$ cat src/rtl/spi_uart_pkg.sv
package spi_uart_pkg;
  localparam int FRAME_W = 16;
  localparam int BYTE_W  = 8;
  localparam int RTS_POS = 1;
  localparam int CTS_POS = BYTE_W + 1;

  localparam logic [BYTE_W-1:0] CMD_CFG_WR = 8'hE4;
  localparam logic [BYTE_W-1:0] CMD_CFG_RD = 8'h40;
  localparam logic [BYTE_W-1:0] CMD_TX     = 8'h80;

  typedef enum logic [1:0] {OP_CFG_WR, OP_CFG_RD, OP_TX, OP_RX} op_e;
  typedef enum logic [1:0] {SEQ_LAUNCH, SEQ_WAIT, SEQ_RUN} seq_st_e;
  typedef enum logic [1:0] {SH_IDLE, SH_LO, SH_HI, SH_GAP} sh_st_e;
endpackage

$ cat src/rtl/irq_fall_detect.sv
module irq_fall_detect #(
  parameter int SYNC_STAGES = 2
) (
  input  logic clk_i,
  input  logic rst_ni,
  input  logic irq_ni,
  output logic fall_o
);
  logic [SYNC_STAGES-1:0] sync_q;
  logic                   prev_q;

  always_ff @(posedge clk_i or negedge rst_ni) begin
    if (!rst_ni) begin
      sync_q <= '1;
      prev_q <= 1'b1;
    end else begin
      sync_q <= {sync_q[SYNC_STAGES-2:0], irq_ni};
      prev_q <= sync_q[SYNC_STAGES-1];
    end
  end

  assign fall_o = prev_q & ~sync_q[SYNC_STAGES-1];
endmodule

$ cat src/rtl/spi_frame_shifter.sv
module spi_frame_shifter
  import spi_uart_pkg::*;
#(
  parameter int HALF_DIV = 2
) (
  input  logic               clk_i,
  input  logic               rst_ni,
  input  logic               start_i,
  input  logic [FRAME_W-1:0] frame_i,
  output logic               done_o,
  output logic [FRAME_W-1:0] rx_frame_o,
  output logic               cs_no,
  output logic               sclk_o,
  output logic               mosi_o,
  input  logic               miso_i
);
  localparam int CNT_W = (HALF_DIV > 1) ? $clog2(HALF_DIV) : 1;
  localparam int BIT_W = $clog2(FRAME_W);
  localparam logic [CNT_W-1:0] CNT_LAST = CNT_W'(HALF_DIV - 1);
  localparam logic [BIT_W-1:0] BIT_LAST = BIT_W'(FRAME_W - 1);

  sh_st_e             st_q;
  logic [CNT_W-1:0]   cnt_q;
  logic [BIT_W-1:0]   bit_q;
  logic [FRAME_W-1:0] tx_sh_q, rx_sh_q;
  logic               half_end;

  assign half_end = (cnt_q == CNT_LAST);
  assign mosi_o   = tx_sh_q[FRAME_W-1];

  always_ff @(posedge clk_i or negedge rst_ni) begin
    if (!rst_ni) begin
      st_q       <= SH_IDLE;
      cnt_q      <= '0;
      bit_q      <= '0;
      tx_sh_q    <= '0;
      rx_sh_q    <= '0;
      rx_frame_o <= '0;
      cs_no      <= 1'b1;
      sclk_o     <= 1'b0;
      done_o     <= 1'b0;
    end else begin
      done_o <= 1'b0;
      case (st_q)
        SH_IDLE: if (start_i) begin
          tx_sh_q <= frame_i;
          bit_q   <= '0;
          cnt_q   <= '0;
          cs_no   <= 1'b0;
          st_q    <= SH_LO;
        end
        SH_LO: begin
          if (half_end) begin
            cnt_q   <= '0;
            sclk_o  <= 1'b1;
            rx_sh_q <= {rx_sh_q[FRAME_W-2:0], miso_i};
            st_q    <= SH_HI;
          end else cnt_q <= cnt_q + 1'b1;
        end
        SH_HI: begin
          if (half_end) begin
            cnt_q  <= '0;
            sclk_o <= 1'b0;
            if (bit_q == BIT_LAST) begin
              cs_no <= 1'b1;
              st_q  <= SH_GAP;
            end else begin
              tx_sh_q <= {tx_sh_q[FRAME_W-2:0], 1'b0};
              bit_q   <= bit_q + 1'b1;
              st_q    <= SH_LO;
            end
          end else cnt_q <= cnt_q + 1'b1;
        end
        default: begin
          if (half_end) begin
            cnt_q      <= '0;
            done_o     <= 1'b1;
            rx_frame_o <= rx_sh_q;
            st_q       <= SH_IDLE;
          end else cnt_q <= cnt_q + 1'b1;
        end
      endcase
    end
  end
endmodule

$ cat src/rtl/uart_link_seq.sv
module uart_link_seq
  import spi_uart_pkg::*;
#(
  parameter logic [BYTE_W-1:0] BAUD_CODE = 8'h0A
) (
  input  logic               clk_i,
  input  logic               rst_ni,
  input  logic               irq_fall_i,
  input  logic [BYTE_W-1:0]  tx_data_i,
  input  logic               tx_valid_i,
  output logic               tx_ready_o,
  input  logic               rts_en_i,
  input  logic               sh_done_i,
  input  logic [FRAME_W-1:0] sh_rx_i,
  output logic               start_o,
  output logic [FRAME_W-1:0] frame_o,
  output logic [BYTE_W-1:0]  rx_data_o,
  output logic               rx_valid_o,
  output logic               cts_o,
  output logic               init_done_o
);
  localparam logic [FRAME_W-1:0] CFG_WR_FRAME = {CMD_CFG_WR, BAUD_CODE};
  localparam logic [FRAME_W-1:0] CFG_RD_FRAME = {CMD_CFG_RD, {BYTE_W{1'b0}}};

  seq_st_e st_q;
  op_e     op_q;
  logic    pend_q, pend_clr;
  logic [BYTE_W-1:0] tx_cmd;

  assign start_o    = (st_q == SEQ_LAUNCH);
  assign pend_clr   = (st_q == SEQ_RUN) && pend_q;
  assign tx_ready_o = (st_q == SEQ_RUN) && !pend_q;
  assign tx_cmd     = CMD_TX | (BYTE_W'(rts_en_i) << RTS_POS);

  always_ff @(posedge clk_i or negedge rst_ni) begin
    if (!rst_ni) begin
      st_q        <= SEQ_LAUNCH;
      op_q        <= OP_CFG_WR;
      frame_o     <= CFG_WR_FRAME;
      pend_q      <= 1'b0;
      rx_data_o   <= '0;
      rx_valid_o  <= 1'b0;
      cts_o       <= 1'b0;
      init_done_o <= 1'b0;
    end else begin
      rx_valid_o <= 1'b0;
      // a new edge in the clearing cycle stays pending
      pend_q     <= (pend_q & ~pend_clr) | irq_fall_i;
      case (st_q)
        SEQ_LAUNCH: st_q <= SEQ_WAIT;
        SEQ_WAIT: if (sh_done_i) begin
          case (op_q)
            OP_CFG_WR: begin
              frame_o <= CFG_RD_FRAME;
              op_q    <= OP_CFG_RD;
              st_q    <= SEQ_LAUNCH;
            end
            OP_CFG_RD: begin
              if (sh_rx_i[BYTE_W-1:0] == BAUD_CODE) begin
                init_done_o <= 1'b1;
                st_q        <= SEQ_RUN;
              end else begin
                frame_o <= CFG_WR_FRAME;
                op_q    <= OP_CFG_WR;
                st_q    <= SEQ_LAUNCH;
              end
            end
            OP_RX: begin
              rx_data_o  <= sh_rx_i[BYTE_W-1:0];
              cts_o      <= sh_rx_i[CTS_POS];
              rx_valid_o <= 1'b1;
              st_q       <= SEQ_RUN;
            end
            default: st_q <= SEQ_RUN;
          endcase
        end
        default: begin
          if (pend_q) begin
            frame_o <= '0;
            op_q    <= OP_RX;
            st_q    <= SEQ_LAUNCH;
          end else if (tx_valid_i) begin
            frame_o <= {tx_cmd, tx_data_i};
            op_q    <= OP_TX;
            st_q    <= SEQ_LAUNCH;
          end
        end
      endcase
    end
  end
endmodule

$ cat src/rtl/spi_uart_link.sv
module spi_uart_link
  import spi_uart_pkg::*;
#(
  parameter int          HALF_DIV  = 2,
  parameter logic [7:0]  BAUD_CODE = 8'h0A
) (
  input  logic       clk_i,
  input  logic       rst_ni,
  input  logic [7:0] tx_data_i,
  input  logic       tx_valid_i,
  output logic       tx_ready_o,
  input  logic       rts_en_i,
  input  logic       irq_ni,
  input  logic       miso_i,
  output logic       cs_no,
  output logic       sclk_o,
  output logic       mosi_o,
  output logic [7:0] rx_data_o,
  output logic       rx_valid_o,
  output logic       cts_o,
  output logic       init_done_o
);
  logic               irq_fall, sh_start, sh_done;
  logic [FRAME_W-1:0] sh_frame, sh_rx;

  irq_fall_detect #(.SYNC_STAGES(2)) u_irq (
    .clk_i (clk_i), .rst_ni(rst_ni), .irq_ni(irq_ni), .fall_o(irq_fall)
  );

  uart_link_seq #(.BAUD_CODE(BAUD_CODE)) u_seq (
    .clk_i      (clk_i),
    .rst_ni     (rst_ni),
    .irq_fall_i (irq_fall),
    .tx_data_i  (tx_data_i),
    .tx_valid_i (tx_valid_i),
    .tx_ready_o (tx_ready_o),
    .rts_en_i   (rts_en_i),
    .sh_done_i  (sh_done),
    .sh_rx_i    (sh_rx),
    .start_o    (sh_start),
    .frame_o    (sh_frame),
    .rx_data_o  (rx_data_o),
    .rx_valid_o (rx_valid_o),
    .cts_o      (cts_o),
    .init_done_o(init_done_o)
  );

  spi_frame_shifter #(.HALF_DIV(HALF_DIV)) u_sh (
    .clk_i     (clk_i),
    .rst_ni    (rst_ni),
    .start_i   (sh_start),
    .frame_i   (sh_frame),
    .done_o    (sh_done),
    .rx_frame_o(sh_rx),
    .cs_no     (cs_no),
    .sclk_o    (sclk_o),
    .mosi_o    (mosi_o),
    .miso_i    (miso_i)
  );
endmodule

$ cat config.mk
export PLATFORM = sky130hd
export DESIGN_NAME = spi_uart_link
export DESIGN_NICKNAME = d
export VERILOG_FILES = /design/src/rtl/spi_uart_pkg.sv /design/src/rtl/irq_fall_detect.sv /design/src/rtl/spi_frame_shifter.sv /design/src/rtl/uart_link_seq.sv /design/src/rtl/spi_uart_link.sv
export SDC_FILE = /design/constraint.sdc
export NUM_CORES = 1
export LEC_CHECK = 0
export ABC_AREA = 1
export ABC_CLOCK_PERIOD_IN_PS = 1400
export BUFFER_PORTS_ARGS = -buffer_cell sky130_fd_sc_hd__buf_2
export CORE_UTILIZATION = 55
export CTS_BUF_LIST = sky130_fd_sc_hd__clkbuf_8
export CTS_CLUSTER_DIAMETER = 200
export CTS_CLUSTER_SIZE = 20
export DETAILED_ROUTE_END_ITERATION = 10
export GPL_TIMING_DRIVEN = 0
export PLACE_DENSITY = 0.87
export SYNTH_ARGS = -nofsm -noshare
export SYNTH_HDL_FRONTEND = slang
export SYNTH_SLANG_ARGS = --single-unit
$ cat constraint.sdc
create_clock -name clk_i -period 1.4 [get_ports clk_i]
set_input_delay 0 -clock clk_i [delete_from_list [all_inputs] [get_ports clk_i]]
set_output_delay 0 -clock clk_i [all_outputs]
set_load 0.01 [all_outputs]
==> results of run 1 <==
## final timing paths
path / start / endpoint / slack [ps] / cells past startpoint
min: rst_ni / u_sh.tx_sh_q[0] / 120 / 2
max: u_sh.st_q[0] / u_sh.tx_sh_q[1] / -40 / 6
max in group asynchronous: rst_ni / u_sh.cs_no / 680 / 3
max reg2reg: u_sh.st_q[0] / u_sh.tx_sh_q[1] / -40 / 6
min in group clk_i: irq_ni / u_irq.sync_q[0] / 280 / 2
min reg2reg: u_irq.sync_q[0] / u_irq.sync_q[1] / 360 / 0
## registers in the layout, summed over array words and instances, names as in the netlist, 2 cells and up
signal,flops
u_sh.rx_sh_q,10
u_seq.rx_data_o,8
u_irq.sync_q,2
u_sh.st_q,2
u_sh.rx_frame_o,9
u_seq.st_q,2
u_seq.frame_o,12
u_sh.bit_q,4
u_sh.tx_sh_q,16
u_seq.op_q,2
## area by class of cell
class / count / area (um2)
inverter: 44 / 175.2
buffer: 10 / 87.58
clock inverter: 7 / 91.34
timing repair inverter: 1 / 6.256
multi-input combinational: 234 / 1301
sequential: 76 / 1916
tap: 72 / 90.09
clock buffer: 9 / 123.9
timing repair buffer: 75 / 624.3
fill: 341 / 1192
## per-layer routing
layer | up-vias | part of all wire, %
li1 | 1334 | -
met1 | 1384 | 40
met2 | 133 | 51
met3 | 33 | 5.7
met4 | 0 | 3.6
met5 | - | 0
## worst max-delay path: stages (launching register included)
cell and delay [ps]:
dfrtp_2 480, inv_1 150, nand2_2 110, buf_4 190, o21ai_0 240, nand2_1 110, o21ai_1 80
## power breakdown
part,switching (mW),internal (mW),total [mW]
Sequential,0.00198,2.20,2.21
Clock,0.867,0.997,1.86
Combinational,0.0590,0.0462,0.105
Total,0.928,3.25,4.17
## cells in the final DEF (no fill, tap or decap), types with 13 or more instances in the layout
cell type,Yosys,final
inv_1,43,40
buf_2,3,30
o21ai_1,8,13
nand2_2,2,20
o21ai_0,43,33
nand2_1,113,89
dlygate4sd3_1,0,13
buf_4,1,28
nand3_1,15,14
dfrtp_1,67,65
## what timing repair did
item                                    CTS  global route
hold buffers                             13             0
endpoints found under the setup margin   39            50
gates resized for setup                  15            62
buffers inserted                         10            20
hold endpoints to repair                 88             0
pin swaps                                 4            14
cloned                                    0             5
## through the flow
stage	TNS [ps]	total power [mW]	setup WS, ps
floorplan	0	2.251	41.28
global placement	-10570	2.311	-148.6
detailed placement	-3650	2.323	-159.1
CTS	0	4.180	5.579
global route	-1137	4.275	-63.81
finish	-56.47	4.175	-35.93
## cell families after synthesis
| kind of cell | Yosys count | share of synthesized area [%] |
|---|---|---|
| flops | 76 | 58.47 |
| buf+inv | 54 | 7.266 |
| mux | 2 | 0.6501 |
| simple gates | 160 | 21.87 |
| compound gates | 70 | 11.36 |
| fa+ha+maj | 1 | 0.3823 |
==> qor.txt, run 1 <==
Status: finished, violations left
Failing checks: setup timing
First-pass GRT wire length: 11790 um
Unrepaired setup endpoints after global routing: yes
Initial core utilization: 58.34%
Net count after synthesis: 378
Worst relative slew slack: 71.91%
Least-Margin Pin Slew: 421.3 ps
Residual DRC: 0
Initial antenna violation count: 0
Final setup vio count: 4
Synth Cell Area: 3272 um2
Final non-filler cell total: 528
Final Max Tran Viols: 0
Clk_lat worst skew: 360 ps
Iteration count of the initial detailed-routing pass: 5
Maxcap violations: 0
Worst Clk Skew: 12.03 ps
Post-DP HPWL: 4103 um
CTS buffer count: 9
Final Cycle Share: 102.6%
CTS tree: built
FMAX: 696.4 MHz
Clock Pin Slew Worst Setup and Hold Paths: 90 ps
I/O Buffers: 28
M1 GR Usage: 30.75%
Number of synthesized flops with an enable pin: 0
Clock Path Buffers: 2
Via/cell ratio: 5.462
Max Fanout on Critical Path: 10
Async SR Flop Fraction: 100.0%
CTS sink count: 76
Hold Slack: 115.2 ps
M2 GR Usage: 41.03%
Initial DRC Count: 184
Main area contributors after synthesis: dfrtp_1 (51%), nand2_1 (13%), dfstp_2 (7.2%), o21ai_0 (6.6%), inv_1 (4.9%)
Cell area after placement: 3532 um2
Top cells by count, synth: nand2_1 (113), dfrtp_1 (67), inv_1 (43), o21ai_0 (43), nand3_1 (15)
Hold Fails Final Rpt: 0
Antenna viol nets, final: 0
Die height: 79.13 um
Vias in the first global route: 2638
All-Layer GR Usage: 24.76%
Critical Path Source Type: flip-flop
CTS H-tree lvls: 3
Pwr Density: 945.4 nW/um2
Area Overhead vs Synth: 34.95%
Post-synth top area share: 51.24%
Avg Cell Area, Syn: 9.013 um2
Number of diodes: 0
Dpl cells: 464
Crit path DAT: 1730 ps
# nets final: 466
Hold Crit Class: input port to asynchronous set/reset pin
Core area: 5608 um2
Largest net degree at the start of global routing: 48
CP endpoint kind: flip-flop
Final worst slack: -35.93 ps
Die Width: 79.13 um
Seq cells post-synth: 76
Post-route cell area: 4415 um2
Post-synthesis cell type count: 31
Root Buffer: clkbuf_8
Critical path class: flip-flop to flip-flop
Die area: 6262 um2
Main flop type after synthesis: dfrtp_1
Finished Core Util: 78.74%
Peak supply drop: 0.8158 mV
DR WL/cell: 16.36 um
Seq/Total Area, Yosys: 58.47%
Total gr overflow: 0
IO Pins: 29
Yosys top cell by area: dfrtp_1
Routability cong.: 0.7988
Ys Warns: 0
Fin crit period: 1436 ps
Share of cells above drive strength 1: 34.43%
Met3 GRT Util: 4.483%
Top Usage Layer GRT: met2
P_leak: 2.167 nW
Final wirelength: 8636 um
CP required: 1700 ps
Most frequent cell after synthesis: nand2_1
Via count: 2884
Mapped Cells: 363
Num rows: 27
Note: power is estimated with default switching activity, not from simulation.
==> run 2, diff against run 1 <==
--- a/config.mk
+++ b/config.mk
@@ -7,11 +7,11 @@
 export LEC_CHECK = 0
 export ABC_AREA = 1
 export ABC_CLOCK_PERIOD_IN_PS = 1400
-export BUFFER_PORTS_ARGS = -buffer_cell sky130_fd_sc_hd__buf_2
+export BUFFER_PORTS_ARGS = -buffer_cell sky130_fd_sc_hd__buf_4
 export CORE_UTILIZATION = 55
 export CTS_BUF_LIST = sky130_fd_sc_hd__clkbuf_8
 export CTS_CLUSTER_DIAMETER = 200
-export CTS_CLUSTER_SIZE = 20
+export CTS_CLUSTER_SIZE = 24
 export DETAILED_ROUTE_END_ITERATION = 10
 export GPL_TIMING_DRIVEN = 0
 export PLACE_DENSITY = 0.87
==> qor.txt, run 2 (synthesis results as in run 1) <==
Status: finished, violations left
Failing checks: setup timing
Final worst slack: -54.36 ps (-18.43 ps)
IO Pins: 29 (unchanged)
Worst Clk Skew: 15.90 ps (+3.874 ps)
Biggest registers after layout: u_sh.tx_sh_q (16), u_seq.frame_o (12), u_sh.rx_sh_q (10)
P_leak: 2.191 nW (+1.1%)
Clock Pin Slew Worst Setup and Hold Paths: 90 ps (about the same)
Antenna viol nets, final: 0 (unchanged)
CP endpoint kind: flip-flop
Core area: 5608 um2 (unchanged)
Least-Margin Pin Slew: 925.3 ps (+504.0 ps)
All-Layer GR Usage: 24.23% (-0.53 points)
Most common cell after layout, fill and taps aside: nand2_1
Initial core utilization: 58.34% (unchanged)
FMAX: 687.6 MHz (-1.3%)
Num rows: 27 (unchanged)
Clock Path Buffers: 2 (unchanged)
Iteration count of the initial detailed-routing pass: 5 (unchanged)
Biggest register: u_sh.tx_sh_q
Final Cycle Share: 103.9% (+1.3 points)
Via/cell ratio: 5.562 (+1.8%)
Internal: 3.235 mW (-0.35%)
Die height: 79.13 um (unchanged)
Final wirelength: 8501 um (-1.6%)
Setup TNS: -195.8 ps (-139.3 ps)
CTS sink count: 76 (unchanged)
Total Power: 4.106 mW (-1.6%)
Largest register FFs: 16 (unchanged)
Initial DRC Count: 230 (+25%)
Share of cells above drive strength 1: 33.11% (-1.3 points)
CTS buffer count: 9 (unchanged)
Hold Crit Class: input port to flip-flop
Initial antenna violation count: 0 (unchanged)
I/O Buffers: 28 (unchanged)
CP required: 1670 ps (-30 ps)
Flop pwr share: 53.7% (+0.9 points)
First-pass GRT wire length: 11650 um (-1.2%)
Die area: 6262 um2 (unchanged)
Setup WS pre-CTS: -173.4 ps (-14.26 ps)
Final setup vio count: 11 (+7)
Most frequent cells in the layout: nand2_1 (92), dfrtp_1 (63), buf_4 (45), inv_1 (41), o21ai_0 (31)
Pwr Density: 933.3 nW/um2 (-1.3%)
Switching portion of total power: 21.21% (-1.0 points)
Max Fanout on Critical Path: 10 (unchanged)
Residual DRC: 0 (unchanged)
Final Max Tran Viols: 0 (unchanged)
Crit path DAT: 1730 ps (about the same)
Largest net degree at the start of global routing: 77 (+60%)
Power share of the combinational group: 2.4% (about the same)
Total gr overflow: 0 (unchanged)
Final non-filler cell total: 516 (-2.3%)
Unrepaired setup endpoints after global routing: yes
Root Buffer: clkbuf_8
Net Sw Power: 0.8709 mW (-6.2%)
Critical path class: flip-flop to flip-flop
Dpl cells: 463 (-0.22%)
Fin crit period: 1454 ps (+18.43 ps)
Maxcap violations: 0 (unchanged)
Hold Fails Final Rpt: 0 (unchanged)
Worst relative slew slack: 38.31% (-34 points)
Number of diodes: 0 (unchanged)
Routability cong.: 0.8073 (+1.1%)
Area Overhead vs Synth: 34.46%
Peak supply drop: 0.6080 mV (-25%)
Die Width: 79.13 um (unchanged)
# nets final: 454 (-2.6%)
Post-route cell area: 4399 um2 (-0.37%)
Post-DP HPWL: 4373 um (+6.6%)
CTS H-tree lvls: 3 (unchanged)
Vias in the first global route: 2680 (+1.6%)
Critical Path Source Type: flip-flop
Via count: 2870 (-0.49%)
Cell area after placement: 3572 um2 (+1.1%)
Clk_lat worst skew: 350 ps (about the same)
Power share of the clock group: 43.9% (-0.8 points)
DR WL/cell: 16.47 um (+0.73%)
CTS tree: built
==> run 2: per-layer routing <==
metal | vias up | GRT usage [%] | routed length [um] | part of all wire [%]
met1 | 1442 | 30.15 | 3418 | 40
met4 | 0 | 8.545 | 229 | 2.7
met3 | 24 | 5.402 | 347 | 4.1
met5 | - | 0 | 0 | 0
met2 | 98 | 41.47 | 4505 | 53
li1 | 1306 | - | - | -
==> run 2: final timing paths <==
check	startpoint	depth (start not counted)	end	slack, ps
max in group asynchronous	rst_ni	2	u_sh.st_q[1]	390
min reg2reg	u_irq.sync_q[0]	0	u_irq.sync_q[1]	360
min	tx_data_i[1]	5	u_seq.frame_o[1]	4
max	u_sh.st_q[0]	6	u_sh.tx_sh_q[1]	-50
max reg2reg	u_sh.st_q[0]	6	u_sh.tx_sh_q[1]	-50
min in group asynchronous	rst_ni	2	u_sh.tx_sh_q[4]	330
==> run 2: per-stage QoR <==
step / hold slack, ps / utilization (%)
4_1_cts: 5.477 / 71.71
3_5_place_dp: 109.3 / 63.70
6_report: 4.178 / 78.45
5_1_grt: 15.23 / 78.45
3_3_place_gp: 108.2 / 63.70
2_1_floorplan: -295.6 / -
==> run 2: critical path: stages (launching register included) <==
cell and delay (ps):
dfrtp_2 480, inv_1 150, nand2_2 110, clkbuf_4 210, o21ai_0 250, nand2_2 90
o21ai_1 100
==> run 2: repair_timing <==
| action | CTS | global route |
|---|---|---|
| setup endpoints to repair | 44 | 56 |
| cloned | 0 | 3 |
| pin swaps | 5 | 12 |
| endpoints found under the hold margin | 78 | 0 |
| buffers inserted | 11 | 11 |
| resized for setup | 16 | 76 |
| hold buffers | 12 | 0 |
==> run 2: area by class of cell <==
cell class / count / area [um2]
plain buffers: 10 / 90.09
clock buffers: 9 / 123.9
clock inverters: 7 / 85.08
fillers: 344 / 1209
inverters: 44 / 177.7
multi-input cells: 233 / 1325
flip-flops and latches: 76 / 1918
well taps: 72 / 90.09
repair buffers: 65 / 589.3
==> run 2: power groups by stage <==
stage | clock network [mW] | logic (mW) | registers [mW]
after detailed placement | 0 | 0.0740 | 2.25
final | 1.80 | 0.0994 | 2.21
after global placement | 0 | 0.0727 | 2.25
after global routing | 1.91 | 0.112 | 2.21
after CTS | 1.79 | 0.101 | 2.21
after floorplan | 0 | 0.00317 | 2.25
==> run 3, diff against run 2 <==
--- a/config.mk
+++ b/config.mk
@@ -14,7 +14,7 @@
 export CTS_CLUSTER_SIZE = 24
 export DETAILED_ROUTE_END_ITERATION = 10
 export GPL_TIMING_DRIVEN = 0
-export PLACE_DENSITY = 0.87
+export PLACE_DENSITY = 0.86
 export SYNTH_ARGS = -nofsm -noshare
 export SYNTH_HDL_FRONTEND = slang
 export SYNTH_SLANG_ARGS = --single-unit
==> qor.txt, run 3 (synthesis results as in run 1) <==
# nets final: 456 (+0.44%)
FF-to-FF Start: u_sh.rx_frame_o[7]
DR WL/cell: 16.44 um (-0.23%)
Final non-filler cell total: 518 (+0.39%)
Finished Core Util: 76.84% (-1.6 points)
Biggest registers after layout: u_sh.tx_sh_q (16), u_seq.frame_o (12), u_sh.rx_sh_q (10)
Worst r2r dst: u_seq.op_q[0]
Die Width: 79.13 um (unchanged)
FMAX: 695.6 MHz (+1.2%)
Hold Fails Final Rpt: 0 (unchanged)
Crit path DAT: 1740 ps (about the same)
Final Cycle Share: 102.7% (-1.2 points)
Final setup vio count: 9 (-2)
Least-Margin Pin Slew: 927.6 ps (+2.293 ps)
Post-route cell area: 4309 um2 (-2.0%)
Cell area after placement: 3572 um2 (unchanged)
Initial antenna violation count: 0 (unchanged)
Biggest register: u_sh.tx_sh_q
Via/cell ratio: 5.568 (about the same)
Most common cell after layout, fill and taps aside: nand2_1
Fin crit period: 1438 ps (-16.84 ps)
Worst Clk Skew: 9.350 ps (-6.553 ps)
Root Buffer: clkbuf_8
Hold Crit Class: input port to flip-flop
Die height: 79.13 um (unchanged)
Number of diodes: 0 (unchanged)
R2R cell count: 7 (+1)
Hold Crit Depth: 5 (unchanged)
Via count: 2884 (+0.49%)
Clock Pin Slew Worst Setup and Hold Paths: 80 ps (about the same)
CP required: 1700 ps (+30 ps)
Unrepaired setup endpoints after global routing: yes
I/O Buffers: 28 (unchanged)
Clk_lat worst skew: 360 ps (about the same)
Share of cells above drive strength 1: 31.61% (-1.5 points)
Most frequent cells in the layout: nand2_1 (93), dfrtp_1 (64), buf_4 (50), inv_1 (39), o21ai_0 (35)
Dpl cells: 463 (unchanged)
CP peak stage delay: 400 ps (-80 ps)
Total Power: 4.195 mW (+2.2%)
Flop2flop setup slack: -40 ps (+20 ps)
Maxcap violations: 0 (unchanged)
Buf/Inv on CP: 1 (-1)
CP cell instances: or2_2 > nor2_2 > nand3_4 > nand2_4 > clkbuf_16 > nand2_2 > nand2_1
Core area: 5608 um2 (unchanged)
Crit-path slowest cell: dfrtp_1
CTS buffer count: 9 (unchanged)
Final worst slack: -37.52 ps (+16.84 ps)
Initial core utilization: 58.34% (unchanged)
P_leak: 2.070 nW (-5.5%)
Residual DRC: 0 (unchanged)
CTS tree: built
All-Layer GR Usage: 24.91% (+0.68 points)
Worst hold endpoint: u_seq.frame_o[3]
Total gr overflow: 0 (unchanged)
CTS sink count: 76 (unchanged)
Clock Path Buffers: 2 (unchanged)
Worst path top cell family by delay: simple AND/OR/NAND/NOR gates
Worst relative slew slack: 38.16% (-0.15 points)
Final Max Tran Viols: 0 (unchanged)
Largest net degree at the start of global routing: 77 (unchanged)
Failing checks: setup timing
IO Pins: 29 (unchanged)
CTS H-tree lvls: 3 (unchanged)
Die area: 6262 um2 (unchanged)
Critical path class: flip-flop to flip-flop
Initial DRC Count: 230 (unchanged)
Vias in the first global route: 2642 (-1.4%)
CP endpoint kind: flip-flop
Post-DP HPWL: 4260 um (-2.6%)
Num rows: 27 (unchanged)
Largest register FFs: 16 (unchanged)
Pwr Density: 973.6 nW/um2 (+4.3%)
Max Fanout on Critical Path: 5 (-5)
Area Overhead vs Synth: 31.70%
Status: finished, violations left
Final wirelength: 8514 um (+0.15%)
Setup TNS: -164.7 ps (+31.06 ps)
Iteration count of the initial detailed-routing pass: 4 (-1)
First-pass GRT wire length: 11930 um (+2.4%)
Peak supply drop: 0.9330 mV (+53%)
Routability cong.: 0.7819 (-3.1%)
# fillers: 337 (-2.0%)
Critical Path Source Type: flip-flop
Antenna viol nets, final: 0 (unchanged)
HP Start: tx_data_i[3]
[run 3: routing by layer]
metal | part of all wire, % | track usage [%]
met1 | 39 | 31.42
met2 | 51 | 40.26
met3 | 5.5 | 8.046
met4 | 4.0 | 8.909
met5 | 0 | 0
[run 3: area by class of cell]
class                   count  area (um2)  area share [%]
clock buffers              10       137.6           3.194
repair buffers             66       575.6           13.36
multi-input cells         234        1241           28.80
well taps                  72       90.09           2.091
plain buffers              10       83.83           1.945
clock inverters             6       88.84           2.062
inverters                  44       175.2           4.065
flip-flops and latches     76        1917           44.48
[run 3: worst min-delay path, delay by kind of cell]
family        cells  cell delay (ps)
buf+inv           1              110
simple gates      4              370
[run 3: worst max-delay path by stage]
stage | start | endpoint | depth (start not counted)
CTS | u_sh.cnt_q | u_sh.rx_frame_o[5] | 4
floorplan | u_sh.bit_q[0] | u_sh.tx_sh_q[10] | 9
global placement | u_seq.st_q[0] | u_sh.bit_q[0] | 7
detailed placement | u_sh.st_q[0] | u_sh.tx_sh_q[11] | 7
global route | u_seq.op_q[1] | u_seq.op_q[0] | 8
finish | u_sh.rx_frame_o[7] | u_seq.op_q[0] | 7
[run 3: what timing repair did]
action | 4_1_cts | 5_1_grt
gates resized for setup | 10 | 54
buffers inserted | 9 | 15
hold endpoints to repair | 79 | 0
cloned | 0 | 3
hold buffers | 12 | 0
pin swaps | 4 | 11
endpoints found under the setup margin | 46 | 53
[run 3: through the flow]
step / setup slack (ps) / hold slack (ps)
final: -37.52 / 124.8
after global routing: -107.1 / 112.8
after CTS: -15.48 / 39.75
after detailed placement: -176.3 / 109.3
after global placement: -140.9 / 108.1
after floorplan: 41.28 / -295.6
[run 3: report_power, final]
part,leakage (nW),internal (mW),switching [mW]
clock network,0.114,1.05,0.837
logic,0.948,0.0455,0.0558
registers,1.01,2.20,0.00189
total,2.07,3.30,0.895
